**src/rtl/dmc_pkg.sv**
```systemverilog
package dmc_pkg;
   typedef enum logic [2:0] {
      ST_IDLE,
      ST_LOOK,
      ST_EVICT,
      ST_FILL,
      ST_WTHRU,
      ST_DONE
   } dmc_state_e;
endpackage

```
**src/rtl/dmc_tag_store.sv**
```systemverilog
module dmc_tag_store #(
   parameter int LINES = 4,
   parameter int TAG_W = 7,
   localparam int IDX_W = $clog2(LINES)
) (
   input  logic             clk,
   input  logic             rst_n,
   input  logic [IDX_W-1:0] idx,
   input  logic             install,
   input  logic [TAG_W-1:0] new_tag,
   input  logic             mark_dirty,
   output logic [TAG_W-1:0] tag_out,
   output logic             valid_out,
   output logic             dirty_out
);
   logic [LINES-1:0] valid_vec;
   logic [LINES-1:0] dirty_vec;
   logic [TAG_W-1:0] tag_arr [LINES];

   for (genvar i = 0; i < LINES; i++) begin : g_line
      logic             v_q;
      logic             d_q;
      logic [TAG_W-1:0] t_q;
      logic             sel;
      assign sel = (idx == IDX_W'(i));
      always_ff @(posedge clk or negedge rst_n) begin
         if (!rst_n) begin
            v_q <= 1'b0;
            d_q <= 1'b0;
            t_q <= '0;
         end else if (sel && install) begin
            v_q <= 1'b1;
            d_q <= 1'b0;
            t_q <= new_tag;
         end else if (sel && mark_dirty) begin
            d_q <= 1'b1;
         end
      end
      assign valid_vec[i] = v_q;
      assign dirty_vec[i] = d_q;
      assign tag_arr[i]   = t_q;
   end

   assign tag_out   = tag_arr[idx];
   assign valid_out = valid_vec[idx];
   assign dirty_out = dirty_vec[idx];
endmodule

```
**src/rtl/dmc_data_store.sv**
```systemverilog
module dmc_data_store #(
   parameter int LINES  = 4,
   parameter int WORDS  = 2,
   parameter int DATA_W = 32,
   localparam int IDX_W  = $clog2(LINES),
   localparam int WSEL_W = $clog2(WORDS)
) (
   input  logic              clk,
   input  logic [IDX_W-1:0]  idx,
   input  logic              wr_en,
   input  logic [WSEL_W-1:0] wr_sel,
   input  logic [DATA_W-1:0] wr_data,
   input  logic [WSEL_W-1:0] rd_sel,
   output logic [DATA_W-1:0] rd_data
);
   logic [DATA_W-1:0] words_q [LINES][WORDS];

   always_ff @(posedge clk) begin
      if (wr_en) words_q[idx][wr_sel] <= wr_data;
   end

   assign rd_data = words_q[idx][rd_sel];
endmodule

```
**src/rtl/dmc_ctrl.sv**
```systemverilog
module dmc_ctrl
   import dmc_pkg::*;
#(
   parameter int ADDR_W = 12,
   parameter int DATA_W = 32,
   parameter int LINES  = 4,
   parameter int WORDS  = 2,
   localparam int WOFF_W = $clog2(DATA_W / 8),
   localparam int WSEL_W = $clog2(WORDS),
   localparam int IDX_W  = $clog2(LINES),
   localparam int TAG_W  = ADDR_W - WOFF_W - WSEL_W - IDX_W
) (
   input  logic              clk,
   input  logic              rst_n,
   input  logic              wb_mode,
   input  logic              cpu_req,
   input  logic              cpu_we,
   input  logic [ADDR_W-1:0] cpu_addr,
   input  logic [DATA_W-1:0] cpu_wdata,
   output logic [DATA_W-1:0] cpu_rdata,
   output logic              cpu_done,
   output logic              cpu_busy,
   output logic              mem_req,
   output logic              mem_we,
   output logic [ADDR_W-1:0] mem_addr,
   output logic [DATA_W-1:0] mem_wdata,
   input  logic              mem_ack,
   input  logic [DATA_W-1:0] mem_rdata,
   // tag store side
   output logic [IDX_W-1:0]  line_idx,
   output logic              ts_install,
   output logic [TAG_W-1:0]  ts_new_tag,
   output logic              ts_mark_dirty,
   input  logic [TAG_W-1:0]  ts_tag,
   input  logic              ts_valid,
   input  logic              ts_dirty,
   // data store side
   output logic              ds_wr_en,
   output logic [WSEL_W-1:0] ds_wr_sel,
   output logic [DATA_W-1:0] ds_wr_data,
   output logic [WSEL_W-1:0] ds_rd_sel,
   input  logic [DATA_W-1:0] ds_rd_data
);
   localparam logic [WSEL_W-1:0] LAST_WORD = WSEL_W'(WORDS - 1);

   dmc_state_e state_q, state_d;
   logic [ADDR_W-WOFF_W-1:0] wa_q;
   logic                     we_q;
   logic [DATA_W-1:0]        wd_q;
   logic [WSEL_W-1:0]        cnt_q;
   logic [DATA_W-1:0]        rdata_q;

   logic [TAG_W-1:0]  req_tag;
   logic [WSEL_W-1:0] req_wsel;
   logic              hit;
   logic              last;
   logic              unused_low;

   assign unused_low = ^cpu_addr[WOFF_W-1:0];
   assign req_wsel   = wa_q[WSEL_W-1:0];
   assign line_idx   = wa_q[WSEL_W +: IDX_W];
   assign req_tag    = wa_q[ADDR_W-WOFF_W-1 -: TAG_W];
   assign hit        = ts_valid && (ts_tag == req_tag);
   assign last       = (cnt_q == LAST_WORD);

   always_comb begin
      state_d = state_q;
      unique case (state_q)
         ST_IDLE:  if (cpu_req) state_d = ST_LOOK;
         ST_LOOK: begin
            if (hit)                   state_d = (we_q && !wb_mode) ? ST_WTHRU : ST_DONE;
            else if (ts_valid && ts_dirty) state_d = ST_EVICT;
            else                       state_d = ST_FILL;
         end
         ST_EVICT: if (mem_ack && last) state_d = ST_FILL;
         ST_FILL:  if (mem_ack && last) state_d = ST_LOOK;
         ST_WTHRU: if (mem_ack) state_d = ST_DONE;
         ST_DONE:  state_d = ST_IDLE;
         default:  state_d = ST_IDLE;
      endcase
   end

   always_ff @(posedge clk or negedge rst_n) begin
      if (!rst_n) begin
         state_q <= ST_IDLE;
         wa_q    <= '0;
         we_q    <= 1'b0;
         wd_q    <= '0;
         cnt_q   <= '0;
         rdata_q <= '0;
      end else begin
         state_q <= state_d;
         if (state_q == ST_IDLE && cpu_req) begin
            wa_q <= cpu_addr[ADDR_W-1:WOFF_W];
            we_q <= cpu_we;
            wd_q <= cpu_wdata;
         end
         if (state_q == ST_LOOK) cnt_q <= '0;
         else if ((state_q == ST_EVICT || state_q == ST_FILL) && mem_ack)
            cnt_q <= last ? '0 : cnt_q + 1'b1;
         if (state_q == ST_LOOK && hit && !we_q) rdata_q <= ds_rd_data;
      end
   end

   // line array and tag array updates
   always_comb begin
      ds_wr_en      = 1'b0;
      ds_wr_sel     = req_wsel;
      ds_wr_data    = wd_q;
      ts_install    = 1'b0;
      ts_mark_dirty = 1'b0;
      if (state_q == ST_FILL && mem_ack) begin
         ds_wr_en   = 1'b1;
         ds_wr_sel  = cnt_q;
         ds_wr_data = mem_rdata;
         ts_install = last;
      end else if (state_q == ST_LOOK && hit && we_q) begin
         ds_wr_en      = 1'b1;
         ts_mark_dirty = wb_mode;
      end
   end
   assign ts_new_tag = req_tag;
   assign ds_rd_sel  = (state_q == ST_EVICT) ? cnt_q : req_wsel;

   // memory side
   always_comb begin
      mem_req   = 1'b0;
      mem_we    = 1'b0;
      mem_addr  = '0;
      mem_wdata = '0;
      unique case (state_q)
         ST_EVICT: begin
            mem_req   = 1'b1;
            mem_we    = 1'b1;
            mem_addr  = {ts_tag, line_idx, cnt_q, {WOFF_W{1'b0}}};
            mem_wdata = ds_rd_data;
         end
         ST_FILL: begin
            mem_req  = 1'b1;
            mem_addr = {req_tag, line_idx, cnt_q, {WOFF_W{1'b0}}};
         end
         ST_WTHRU: begin
            mem_req   = 1'b1;
            mem_we    = 1'b1;
            mem_addr  = {wa_q, {WOFF_W{1'b0}}};
            mem_wdata = wd_q;
         end
         default: ;
      endcase
   end

   assign cpu_busy  = (state_q != ST_IDLE);
   assign cpu_done  = (state_q == ST_DONE);
   assign cpu_rdata = rdata_q;
endmodule

```
**src/rtl/dm_cache.sv**
```systemverilog
module dm_cache #(
   parameter int ADDR_W = 12,
   parameter int DATA_W = 32,
   parameter int LINES  = 4,
   parameter int WORDS  = 2
) (
   input  logic              clk,
   input  logic              rst_n,
   input  logic              wb_mode,
   input  logic              cpu_req,
   input  logic              cpu_we,
   input  logic [ADDR_W-1:0] cpu_addr,
   input  logic [DATA_W-1:0] cpu_wdata,
   output logic [DATA_W-1:0] cpu_rdata,
   output logic              cpu_done,
   output logic              cpu_busy,
   output logic              mem_req,
   output logic              mem_we,
   output logic [ADDR_W-1:0] mem_addr,
   output logic [DATA_W-1:0] mem_wdata,
   input  logic              mem_ack,
   input  logic [DATA_W-1:0] mem_rdata
);
   localparam int WOFF_W = $clog2(DATA_W / 8);
   localparam int WSEL_W = $clog2(WORDS);
   localparam int IDX_W  = $clog2(LINES);
   localparam int TAG_W  = ADDR_W - WOFF_W - WSEL_W - IDX_W;

   if (DATA_W < 16 || (DATA_W % 8) != 0 || ((DATA_W / 8) & (DATA_W / 8 - 1)) != 0) begin : g_bad_data_w
      $error("DATA_W must be a power-of-two byte count of at least two bytes");
   end
   if (WORDS < 2 || (WORDS & (WORDS - 1)) != 0) begin : g_bad_words
      $error("WORDS must be a power of two, at least 2");
   end
   if (LINES < 2 || (LINES & (LINES - 1)) != 0) begin : g_bad_lines
      $error("LINES must be a power of two, at least 2");
   end
   if (TAG_W < 1) begin : g_bad_addr_w
      $error("ADDR_W leaves no tag bits");
   end

   logic [IDX_W-1:0]  line_idx;
   logic              ts_install, ts_mark_dirty, ts_valid, ts_dirty;
   logic [TAG_W-1:0]  ts_new_tag, ts_tag;
   logic              ds_wr_en;
   logic [WSEL_W-1:0] ds_wr_sel, ds_rd_sel;
   logic [DATA_W-1:0] ds_wr_data, ds_rd_data;

   dmc_ctrl #(
      .ADDR_W(ADDR_W), .DATA_W(DATA_W), .LINES(LINES), .WORDS(WORDS)
   ) ctrl_i (
      .clk(clk), .rst_n(rst_n), .wb_mode(wb_mode),
      .cpu_req(cpu_req), .cpu_we(cpu_we), .cpu_addr(cpu_addr),
      .cpu_wdata(cpu_wdata), .cpu_rdata(cpu_rdata),
      .cpu_done(cpu_done), .cpu_busy(cpu_busy),
      .mem_req(mem_req), .mem_we(mem_we), .mem_addr(mem_addr),
      .mem_wdata(mem_wdata), .mem_ack(mem_ack), .mem_rdata(mem_rdata),
      .line_idx(line_idx), .ts_install(ts_install), .ts_new_tag(ts_new_tag),
      .ts_mark_dirty(ts_mark_dirty), .ts_tag(ts_tag), .ts_valid(ts_valid),
      .ts_dirty(ts_dirty),
      .ds_wr_en(ds_wr_en), .ds_wr_sel(ds_wr_sel), .ds_wr_data(ds_wr_data),
      .ds_rd_sel(ds_rd_sel), .ds_rd_data(ds_rd_data)
   );

   dmc_tag_store #(.LINES(LINES), .TAG_W(TAG_W)) tags_i (
      .clk(clk), .rst_n(rst_n), .idx(line_idx),
      .install(ts_install), .new_tag(ts_new_tag), .mark_dirty(ts_mark_dirty),
      .tag_out(ts_tag), .valid_out(ts_valid), .dirty_out(ts_dirty)
   );

   dmc_data_store #(.LINES(LINES), .WORDS(WORDS), .DATA_W(DATA_W)) data_i (
      .clk(clk), .idx(line_idx),
      .wr_en(ds_wr_en), .wr_sel(ds_wr_sel), .wr_data(ds_wr_data),
      .rd_sel(ds_rd_sel), .rd_data(ds_rd_data)
   );
endmodule

```
**config.mk**
```make
export PLATFORM = sky130hd
export DESIGN_NAME = dm_cache
export DESIGN_NICKNAME = d
export VERILOG_FILES = /design/src/rtl/dmc_pkg.sv /design/src/rtl/dmc_tag_store.sv /design/src/rtl/dmc_data_store.sv /design/src/rtl/dmc_ctrl.sv /design/src/rtl/dm_cache.sv
export SDC_FILE = /design/constraint.sdc
export NUM_CORES = 1
export LEC_CHECK = 0
export BUFFER_PORTS_ARGS = -buffer_cell sky130_fd_sc_hd__buf_4
export CORE_ASPECT_RATIO = 1.75
export CORE_MARGIN = 2
export CORE_UTILIZATION = 59
export DETAILED_ROUTE_END_ITERATION = 8
export GPL_TIMING_DRIVEN = 0
export PLACE_DENSITY = 0.83
export SYNTH_ARGS = -nofsm -noshare
export SYNTH_HDL_FRONTEND = slang
export SYNTH_SLANG_ARGS = --single-unit
export TNS_END_PERCENT = 1
```
**constraint.sdc**
```tcl
create_clock -name clk -period 4.95 [get_ports clk]
set_input_delay 0.2475 -clock clk [delete_from_list [all_inputs] [get_ports clk]]
set_output_delay 0.2475 -clock clk [all_outputs]
set_load 0.05 [all_outputs]
```
==> metrics.md, run 1 <==
| Metric | Value |
|---|---|
| Share of flip-flops with an asynchronous set or reset | `31.0%` |
| Post-CTS setup buffer count | `0` |
| Via density | `approximately 6.2` |
| Detailed Route Iter0 Violations | `960` |
| Diodes inserted | `0` |
| Setup crit start kind | `flop` |
| Drt wl/cell | `25.7 um` |
| Required time of the worst setup path | `approximately 4.7 ns` |
| Clock root buffer | `clkbuf_16` |
| Post-synth EDFFs | `between 200 and 300` |
| Max FO, Critical Path | `10` |
| Drt total wl | `about 38 mm` |
| IO buf count | `roughly 160` |
| Worst path slowest cell | `a21oi_1` |
| Tcrit/Tclk final | `78.9%` |
| CTS Buf Count | `34` |
| Share of cells above drive strength 1 | `between 40% and 50%` |
| Cell Rows | `78` |
| GRT Total Usage | `between 20 and 30%` |
| Synth-to-layout area growth | `22.4%` |
| Crit path DAT | `~3.7 ns` |
| # nets final | `1221` |
| Ports | `approximately 160` |
| Max Freq | `approximately 260 MHz` |
| Post-synthesis cell area | `15400 um2` |
| Finished Layout Cells | `1485` |
| Die W | `about 130 um` |
| Syn_area_per_cell | `~17 um2` |
| Latest clock arrival within the worst-skew pair | `0.54 ns` |
| Top FF cell, synth | `edfxtp_1` |
| Dpl ws | `roughly 1.1 ns` |
| Hold_buf cts | `between 40 and 50` |
| Area contributors post-synth | `edfxtp_1 50%, dfrtp_1 19%, mux4_2 11%, mux2_2 7.2%, mux2i_1 2.5%` |
| First-pass GRT wire length | `roughly 58 mm` |
| Final antenna-violating net count | `0` |
| Setup WS post-layout | `about 1.0 ns` |
| Bufs and invs on worst path | `4` |
| Critical Path End Type | `primary output` |
| Crit-path cells | `buf_2 > nor2b_1 > nand2b_1 > clkbuf_1 > a21oi_1 > buf_2 > mux2i_1 > o21ai_0 > buf_4` |
| Post-synthesis sequential area ratio | `68.6%` |
| Longest Clk Path Bufs | `3` |
| Initial core utilization | `around three fifths` |
| Die ar. | `~27000 um2` |
| H-tree Lvls | `2` |
| Final Wtd Congestion | `around 0.86` |
| Crit-path max cell delay | `0.59 ns` |
| Top-count cell post-synth | `edfxtp_1` |
| PostCTS Resize Cnt | `0` |
| Vias in the first global route | `9734` |
| Initial antenna violation count | `0` |
| Post-synth top area share | `between 40% and 50%` |
| Worst path most repeated cell | `buf_2` |
| Synth cell count leaders | `256 x edfxtp_1, 115 x dfrtp_1, 98 x mux2_2` |
| Max-slew violations | `0` |
| Drt drc | `0` |
| Via count | `~9.1k` |
| Cell area power density | `approximately 660 nW/um2` |
| End-of-flow core utilization | `73.2%` |
| Max_cap viols | `0` |
| RSZ-0062 raised after global routing | `no` |
| Num Clock Sinks | `approximately 370` |
| Synth warn | `0` |
| Max-slew headroom | `~27%` |
| CTS tree | `built` |
| Worst-case vdd ir drop | `around 0.40 mV` |
| Worst slew pin tran | `1.09 ns` |
| Final setup violation count | `0` |
| Leak | `between 0.007 and 0.008 uW` |
| Mapped Cells | `887` |
| Synth area leader | `edfxtp_1` |
| Delay-heaviest family, CP | `buffers and inverters` |
| Grt total ovfl | `0` |
| Fin crit period | `3.91 ns` |
| Seq cells post-synth | `371` |
| Yosys cell types | `40` |
| Core area | `around 26000 um2` |
| Final hold violations | `0` |
| Clock Skews | `around 0.029 ns` |
| Dpl cells | `~1.4k` |
| Hold Path Class | `primary input to flop` |
| Die height | `approximately 220 um` |
| Status | `completed` |
| Hpwl dp | `roughly 23 mm` |
| Setup Crit Path Kind | `flop to primary output` |
| Largest net degree at the start of global routing | `95` |
| Pre-antenna DRT Iters | `5` |
| Clk slew on worst S/H paths | `0.06 ns` |
[sequential cells by signal, summed over array words and instances, names as in the netlist]
| name | flops |
|---|---|
| ctrl_i.cnt_q | 1 |
| data_i.words_q | 256 |
| ctrl_i.cpu_rdata | 32 |
| tags_i.g_line.v_q | 4 |
| tags_i.g_line.t_q | 28 |
| ctrl_i.wd_q | 32 |
| tags_i.g_line.d_q | 4 |
| ctrl_i.we_q | 1 |
| ctrl_i.wa_q | 10 |
| ctrl_i.state_q | 3 |
[cells in the final DEF (no fill, tap or decap), types with 4 or more instances in the layout]
cell           netlist  final
buf_4                4    162
buf_12               0      4
clkbuf_16            0     34
nor2_1              14      8
bufinv_16            0      4
buf_1                5      5
o21ai_0             49     49
dfrtp_1            115    115
nand2b_1             8      8
buf_6                7     12
buf_2               12     12
or3_1                4      4
nand2_1             66     66
nand2_2             28     28
mux4_2              73     73
mux2i_1             39     39
nand3_1              8      8
edfxtp_1           256    256
o21ai_2             32     32
clkbuf_1            28     37
nor2_4               0      6
inv_1                6      6
mux2_2              98     98
dlygate4sd3_1        0     44
[final cells by class]
type | count | area, um2
Sequential cell | 371 | 10600
Fill cell | 1521 | 6920
Multi-Input combinational cell | 453 | 4570
Timing Repair Buffer | 215 | 1860
Clock buffer | 45 | 903
Tap cell | 320 | 400
Buffer | 58 | 303
Clock inverter | 17 | 224
Inverter | 6 | 22.5
[power breakdown]
group | switching (uW) | internal (uW) | total (uW)
Combinational | 3240 | 1890 | 5140
Sequential | 285 | 4240 | 4520
Clock | 1160 | 1520 | 2680
Total | 4690 | 7650 | 12300
[stage by stage]
step                TNS, ns  hold slack, ns  area (um2)  power (uW)
finish                    0          0.0542       18800       12300
global route              0          0.0677       18800       12800
CTS                       0          0.0369       18800       12400
detailed placement        0           0.117       17300        9630
global placement    -210.05           0.444       17000        9430
floorplan                 0         -0.0481       15400        8100
[layer usage]
metal  vias up  global-route usage [%]  wire (um)
met2       513                    49.8      20400
met4         0                    12.9       1680
met3        92                    4.00       2750
met1      4636                    34.5      13300
li1       3908                       -          -
met5         -                       0          0
[logic make-up after synthesis]
group | after synthesis | share of synthesized area, %
buffers and inverters | 64 | 2.11
xor gates and xnor gates | 6 | 0.488
and+or+nand+nor | 141 | 4.43
other | 1 | 0.0243
AOI/OAI and AO/OA | 94 | 3.97
DFF | 371 | 68.6
muxes | 210 | 20.4
[worst paths after layout]
path,start,to,slack [ns],cells past startpoint
setup / recovery,ctrl_i.state_q[1],mem_wdata[4],1.04,9
hold / removal,mem_ack,ctrl_i.cnt_q,0.05,4
setup reg to reg,ctrl_i.wa_q[1],data_i.words_q[0][27],1.11,9
hold reg to reg,tags_i.g_line[1].v_q,tags_i.g_line[1].v_q,0.47,1
max in group asynchronous,rst_n,ctrl_i.wd_q[1],4.04,3
min in group asynchronous,rst_n,ctrl_i.wa_q[6],0.13,2
[worst min-delay path, delay by kind of cell]
| family | cells | cell delay, ns |
|---|---|---|
| compound gates | 1 | 0.08 |
| buf+inv | 1 | 0.11 |
| simple gates | 2 | 0.12 |
No activity file was read; power rests on OpenSTA's default activity.
==> inputs of run 2 (changes only) <==
- clock period: 4.95 -> 3.7 ns (I/O delays scaled with it)
==> metrics.md, run 2 (synthesis results as in run 1) <==
| Metric | Value |
|---|---|
| Vias in the first global route | `9671` |
| Pre-antenna DRT Iters | `5` |
| Clock root buffer | `clkbuf_16` |
| Initial antenna violation count | `0` |
| Diodes inserted | `0` |
| Drt total wl | `about 37 mm` |
| Clk slew on worst S/H paths | `about 0.07 ns` |
| Final Cell Area | `roughly 19000 um2` |
| Status | `finished with violations` |
| Detailed Route Iter0 Violations | `slightly above 900` |
| Worst slew pin tran | `1.12 ns` |
| Die W | `around 130 um` |
| Critical Path End Type | `primary output` |
| Flop pwr share | `around 37%` |
| R2R depth | `8` |
| First-pass GRT wire length | `between 50 and 60 mm` |
| Crit-path max cell delay | `0.61 ns` |
| CTS Buf Count | `31` |
| Worst path slowest cell | `clkbuf_1` |
| GRT Total Usage | `between 20% and 30%` |
| Commonest non-fill, non-tap cell in the layout | `edfxtp_1` |
| Int Pwr | `roughly 10000 uW` |
| Clock Skews | `roughly 0.028 ns` |
| Final hold violations | `0` |
| Die ar. | `roughly 27000 um2` |
| Worst-case vdd ir drop | `about 0.48 mV` |
| Dpl ws | `-0.0308 ns` |
| Clock share of power | `20.1%` |
| Max Freq | `between 200 and 300 MHz` |
| Final Wtd Congestion | `0.828` |
| Setup WS post-layout | `-0.0350 ns` |
| Cell Rows | `around 80` |
| Synth-to-layout area growth | `22.5%` |
| Fillers | `between 1.5k and 2k` |
| Required time of the worst setup path | `about 3.5 ns` |
| Final setup violation count | `1` |
| FF-to-FF Start | `ctrl_i.wa_q[1]` |
| Setup Crit Path Kind | `flop to primary output` |
| Latest clock arrival within the worst-skew pair | `0.59 ns` |
| Logic gate share of total power | `between 40% and 50%` |
| Cell area power density | `863 nW/um2` |
| Crit path DAT | `3.55 ns` |
| HP Start | `mem_rdata[7]` |
| Violated checks | `negative setup slack` |
| Dpl cells | `roughly 1.4k` |
| Drt drc | `0` |
| Max-slew violations | `0` |
| Drt wl/cell | `25.2 um` |
| Switching Share | `approximately two fifths` |
| R2R Setup Slk | `about 0.11 ns` |
| Core area | `about 26000 um2` |
| Fin crit period | `~3.7 ns` |
| Setup crit start kind | `flop` |
| Psw | `6210 uW` |
| IO buf count | `approximately 160` |
| Share of cells above drive strength 1 | `42.8%` |
| RR Endpoint | `data_i.words_q[2][31]` |
| Initial core utilization | `59.8%` |
| Max FO, Critical Path | `10` |
| Hold Path Stages | `2` |
| Num Clock Sinks | `about 370` |
| Leak | `0.00718 uW` |
| Via density | `about 6.2` |
| Setup TNS | `-0.0350 ns` |
| Via count | `between 9k and 10k` |
| Crit-path cells | `buf_2 > clkbuf_1 > clkbuf_1 > mux4_2 > mux2i_1 > o21ai_0 > buf_4` |
| Ports | `roughly 160` |
| Placed inst area | `17300 um2` |
| Die height | `218 um` |
| Finished Layout Cells | `1483` |
| Hold Path End | `data_i.words_q[1][39]` |
| Max-slew headroom | `25.3%` |
| Max reg flops | `between 200 and 300` |
| Grt total ovfl | `0` |
| H-tree Lvls | `1` |
| Final antenna-violating net count | `0` |
| Worst path most repeated cell | `clkbuf_1` |
| Hold Path Class | `primary input to flop` |
| Largest Register | `data_i.words_q` |
| Largest net degree at the start of global routing | `79` |
| Max_cap viols | `0` |
| Tcrit/Tclk final | `101%` |
| CTS tree | `built` |
| Highest-count cells in the layout ignoring fill and taps | `256 x edfxtp_1, 161 x buf_4, 115 x dfrtp_1` |
| # nets final | `1220` |
| RSZ-0062 raised after global routing | `yes` |
| Longest Clk Path Bufs | `3` |
| Hpwl dp | `~23 mm` |
## run 2: per-layer routing
layer,GRT usage [%],up-vias,part of all wire [%]
met5,0,-,0
met4,9.67,0,3.2
met3,3.16,73,6.1
met2,51.0,412,55
met1,32.8,4734,35
li1,-,3910,-
## run 2: timing repair
| item | CTS | global route |
|---|---|---|
| endpoints found under the setup margin | 80 | 39 |
| pin swaps | 1 | 0 |
| resized for setup | 10 | 13 |
| hold buffers | 46 | 0 |
| buffers inserted | 2 | 0 |
| endpoints found under the hold margin | 161 | 0 |
## run 2: worst max-delay path, delay by kind of cell (launching register included)
family / cells / cell delay, ns
buf+inv: 4 / 1.65
compound gates: 1 / 0.19
flops: 1 / 0.41
mux: 2 / 0.72
## run 2: worst max-delay path by stage
stage,from,end,slack [ns],depth (start not counted)
after detailed placement,ctrl_i.wa_q[1],data_i.words_q[0][39],-0.03,8
after global placement,ctrl_i.wa_q[1],data_i.words_q[0][7],-3.21,7
after floorplan,ctrl_i.wa_q[1],data_i.words_q[0][0],-0.85,7
final,ctrl_i.wa_q[2],mem_wdata[15],-0.04,7
after global routing,ctrl_i.wa_q[2],mem_wdata[15],-0.13,7
after CTS,ctrl_i.wa_q[2],mem_wdata[19],-0.02,7
## run 2: metrics by stage
| step | utilization, % | hold slack, ns | total power [uW] |
|---|---|---|---|
| 4_1_cts | 73.1 | 0.00407 | 16300 |
| 3_3_place_gp | 65.9 | 0.407 | 12600 |
| 2_1_floorplan | - | -0.111 | 10800 |
| 3_5_place_dp | 67.1 | 0.124 | 12900 |
| 5_1_grt | 73.2 | 0.0271 | 16900 |
| 6_report | 73.2 | 0.00885 | 16300 |
## run 2: final cells by class
type                    instances  area, um2  area share [%]
repair buffers                217       1920            10.2
inverters                       6       22.5           0.119
well taps                     320        400            2.12
flip-flops and latches        371      10600            56.0
clock inverters                14        163           0.862
plain buffers                  58        339            1.80
clock buffers                  44        848            4.50
multi-input cells             453       4600            24.4
## run 2: power by group through the flow
| stage | Clock (uW) | Sequential, uW | Combinational [uW] |
|---|---|---|---|
| after floorplan | 0 | 6290 | 4550 |
| after global placement | 0 | 6080 | 6550 |
| after detailed placement | 0 | 6110 | 6770 |
| after CTS | 3300 | 6030 | 6930 |
| after global routing | 3460 | 6120 | 7340 |
| final | 3280 | 6050 | 6950 |
==> inputs of run 3 (changes only) <==
- SETUP_SLACK_MARGIN: unset -> 0.5
==> metrics.md, run 3 (synthesis results as in run 1) <==
| Metric | Value |
|---|---|
| Critical Path End Type | `flop` |
| GRT busiest layer | `met2` |
| Flop pwr share | `between 30% and 40%` |
| Met1 GRT Util | `between 30% and 40%` |
| Met2 Use GR | `between 50% and 60%` |
| Final antenna-violating net count | `0` |
| Clock root buffer | `clkbuf_16` |
| Met3 usage | `4.12%` |
| Num Clock Sinks | `about 370` |
| Status | `completed` |
| Int Pwr | `about 11000 uW` |
| Max Freq | `between 300 and 400 MHz` |
| Tot Pwr | `around 17000 uW` |
| GRT Total Usage | `roughly 28%` |
| Clock share of power | `between 20 and 25%` |
| Diodes inserted | `0` |
| Grt total ovfl | `0` |
| Max FO, Critical Path | `24` |
| RSZ-0062 raised after global routing | `yes` |
| Logic gate share of total power | `around 42%` |
| Final Cell Area | `about 19000 um2` |
| Psw | `between 6000 and 7000 uW` |
| Crit-path max cell delay | `0.56 ns` |
| Worst path slowest cell | `mux4_2` |
| Clock Skews | `roughly 0.011 ns` |
| Crit-path cells | `buf_6 > mux4_2 > xnor2_2 > nand3_1 > nor4_4 > buf_4 > buf_4 > a31oi_4 > nor2_4 > buf_12` |
| Hpwl dp | `between 20 and 25 mm` |
| Setup Crit Path Kind | `flop to flop` |
| Die height | `between 200 and 250 um` |
| H-tree Lvls | `1` |
| Detailed Route Iter0 Violations | `roughly 1.0k` |
| Via density | `about 6.2` |
| Fin crit period | `between 3 and 4 ns` |
| Highest-count cells in the layout ignoring fill and taps | `256 x edfxtp_1, 167 x buf_4, 115 x dfrtp_1` |
| Initial core utilization | `around 60%` |
| Latest clock arrival within the worst-skew pair | `around 0.57 ns` |
| Ports | `between 150 and 200` |
| Switching Share | `between 30% and 40%` |
| Drt wl/cell | `about 25 um` |
| Via count | `a little over 9k` |
| Drt total wl | `approximately 38 mm` |
| Largest Register | `data_i.words_q` |
| Leak | `approximately 0.0073 uW` |
| CTS tree | `built` |
| Required time of the worst setup path | `approximately 4 ns` |
| Max reg flops | `between 200 and 300` |
| Placed inst area | `17300 um2` |
| Worst-case vdd ir drop | `approximately 0.57 mV` |
| Largest net degree at the start of global routing | `between 70 and 80` |
| Max-slew headroom | `36.5%` |
| Max-slew violations | `0` |
| Vias in the first global route | `approximately 10k` |
| Worst slew pin tran | `between 0.9 and 1 ns` |
| Die W | `roughly 130 um` |
| Worst path most repeated cell | `buf_4` |
| Core area | `about 26000 um2` |
| Drt drc | `0` |
| Tcrit/Tclk final | `87.8%` |
| Fillers | `~1.5k` |
| Final hold violations | `0` |
| Share of cells above drive strength 1 | `a little under half` |
| Cell area power density | `886 nW/um2` |
| Setup crit start kind | `flop` |
| Final Wtd Congestion | `around 0.84` |
| Synth-to-layout area growth | `24.5%` |
| Crit path DAT | `about 3.5 ns` |
| First-pass GRT wire length | `57.2 mm` |
| Initial antenna violation count | `0` |
| Clk slew on worst S/H paths | `about 0.07 ns` |
| Hold Path Class | `primary input to flop` |
| Commonest non-fill, non-tap cell in the layout | `edfxtp_1` |
| CTS Buf Count | `31` |
| Longest Clk Path Bufs | `3` |
| # nets final | `between 1k and 1.5k` |
| Max_cap viols | `0` |
| Cell Rows | `78` |
| Die ar. | `27500 um2` |
| Pre-antenna DRT Iters | `5` |
| Final setup violation count | `0` |
| IO buf count | `~160` |
[run 3: routing by layer]
| layer | routed length (um) | part of all wire [%] |
|---|---|---|
| met2 | 20500 | 55 |
| met3 | 2630 | 7.0 |
| met1 | 13100 | 35 |
| met5 | 0 | 0 |
| met4 | 1390 | 3.7 |
[run 3: repair_timing]
action / in CTS / in global routing
pin swaps: 6 / 1
resized for setup: 55 / 4
hold endpoints to repair: 125 / 0
endpoints found under the setup margin: 288 / 188
gates cloned: 0 / 0
buffers inserted: 6 / 0
hold buffers: 46 / 0
[run 3: area by class of cell]
type                       count  area (um2)  area share [%]
inverter                       6        22.5           0.117
clock buffer                  31         776            4.04
sequential                   371       10600            55.1
clock inverter                27         410            2.14
buffer                        58         368            1.92
tap                          320         400            2.09
timing repair buffer         220        1960            10.2
multi-input combinational    453        4680            24.4
[run 3: worst paths after layout]
check / from / to / slack (ns) / cells past startpoint
worst max-delay path: ctrl_i.wa_q[1] / data_i.words_q[3][22] / 0.45 / 10
worst min-delay path: mem_rdata[18] / data_i.words_q[1][18] / 0.02 / 2
worst max register to register: ctrl_i.wa_q[1] / data_i.words_q[3][22] / 0.45 / 10
worst min register to register: tags_i.g_line[2].v_q / tags_i.g_line[2].v_q / 0.47 / 1
max in group asynchronous: rst_n / ctrl_i.cpu_rdata[16] / 2.85 / 3
min in group asynchronous: rst_n / ctrl_i.wa_q[6] / 0.11 / 2
[run 3: through the flow]
stage	util (%)	hold WS (ns)	std cells	setup slack, ns	setup TNS, ns
floorplan	-	-0.111	888	0.00358	0
global placement	66.0	0.401	1365	-1.57	-378.00
detailed placement	67.1	0.151	1376	-0.0869	-1.38
CTS	74.4	0.00905	1486	0.464	0
global route	74.4	0.0395	1486	0.332	0
finish	74.4	0.0231	1486	0.450	0
[run 3: critical path: cells and delay by family (launching register included)]
family | cells | cell delay [ns]
buffers and inverters | 4 | 0.75
flip-flops | 1 | 0.40
AND/OR/NAND/NOR | 3 | 0.81
AO/OA/AOI/OAI | 1 | 0.18
XOR/XNOR | 1 | 0.18
multiplexers | 1 | 0.56
[run 3: power groups by stage]
stage / Sequential (uW) / Clock, uW / Combinational (uW)
5_1_grt: 6120 / 3950 / 7570
3_5_place_dp: 6100 / 0 / 6800
2_1_floorplan: 6290 / 0 / 4560
3_3_place_gp: 6080 / 0 / 6550
6_report: 6060 / 3760 / 7170
4_1_cts: 6040 / 3790 / 7160
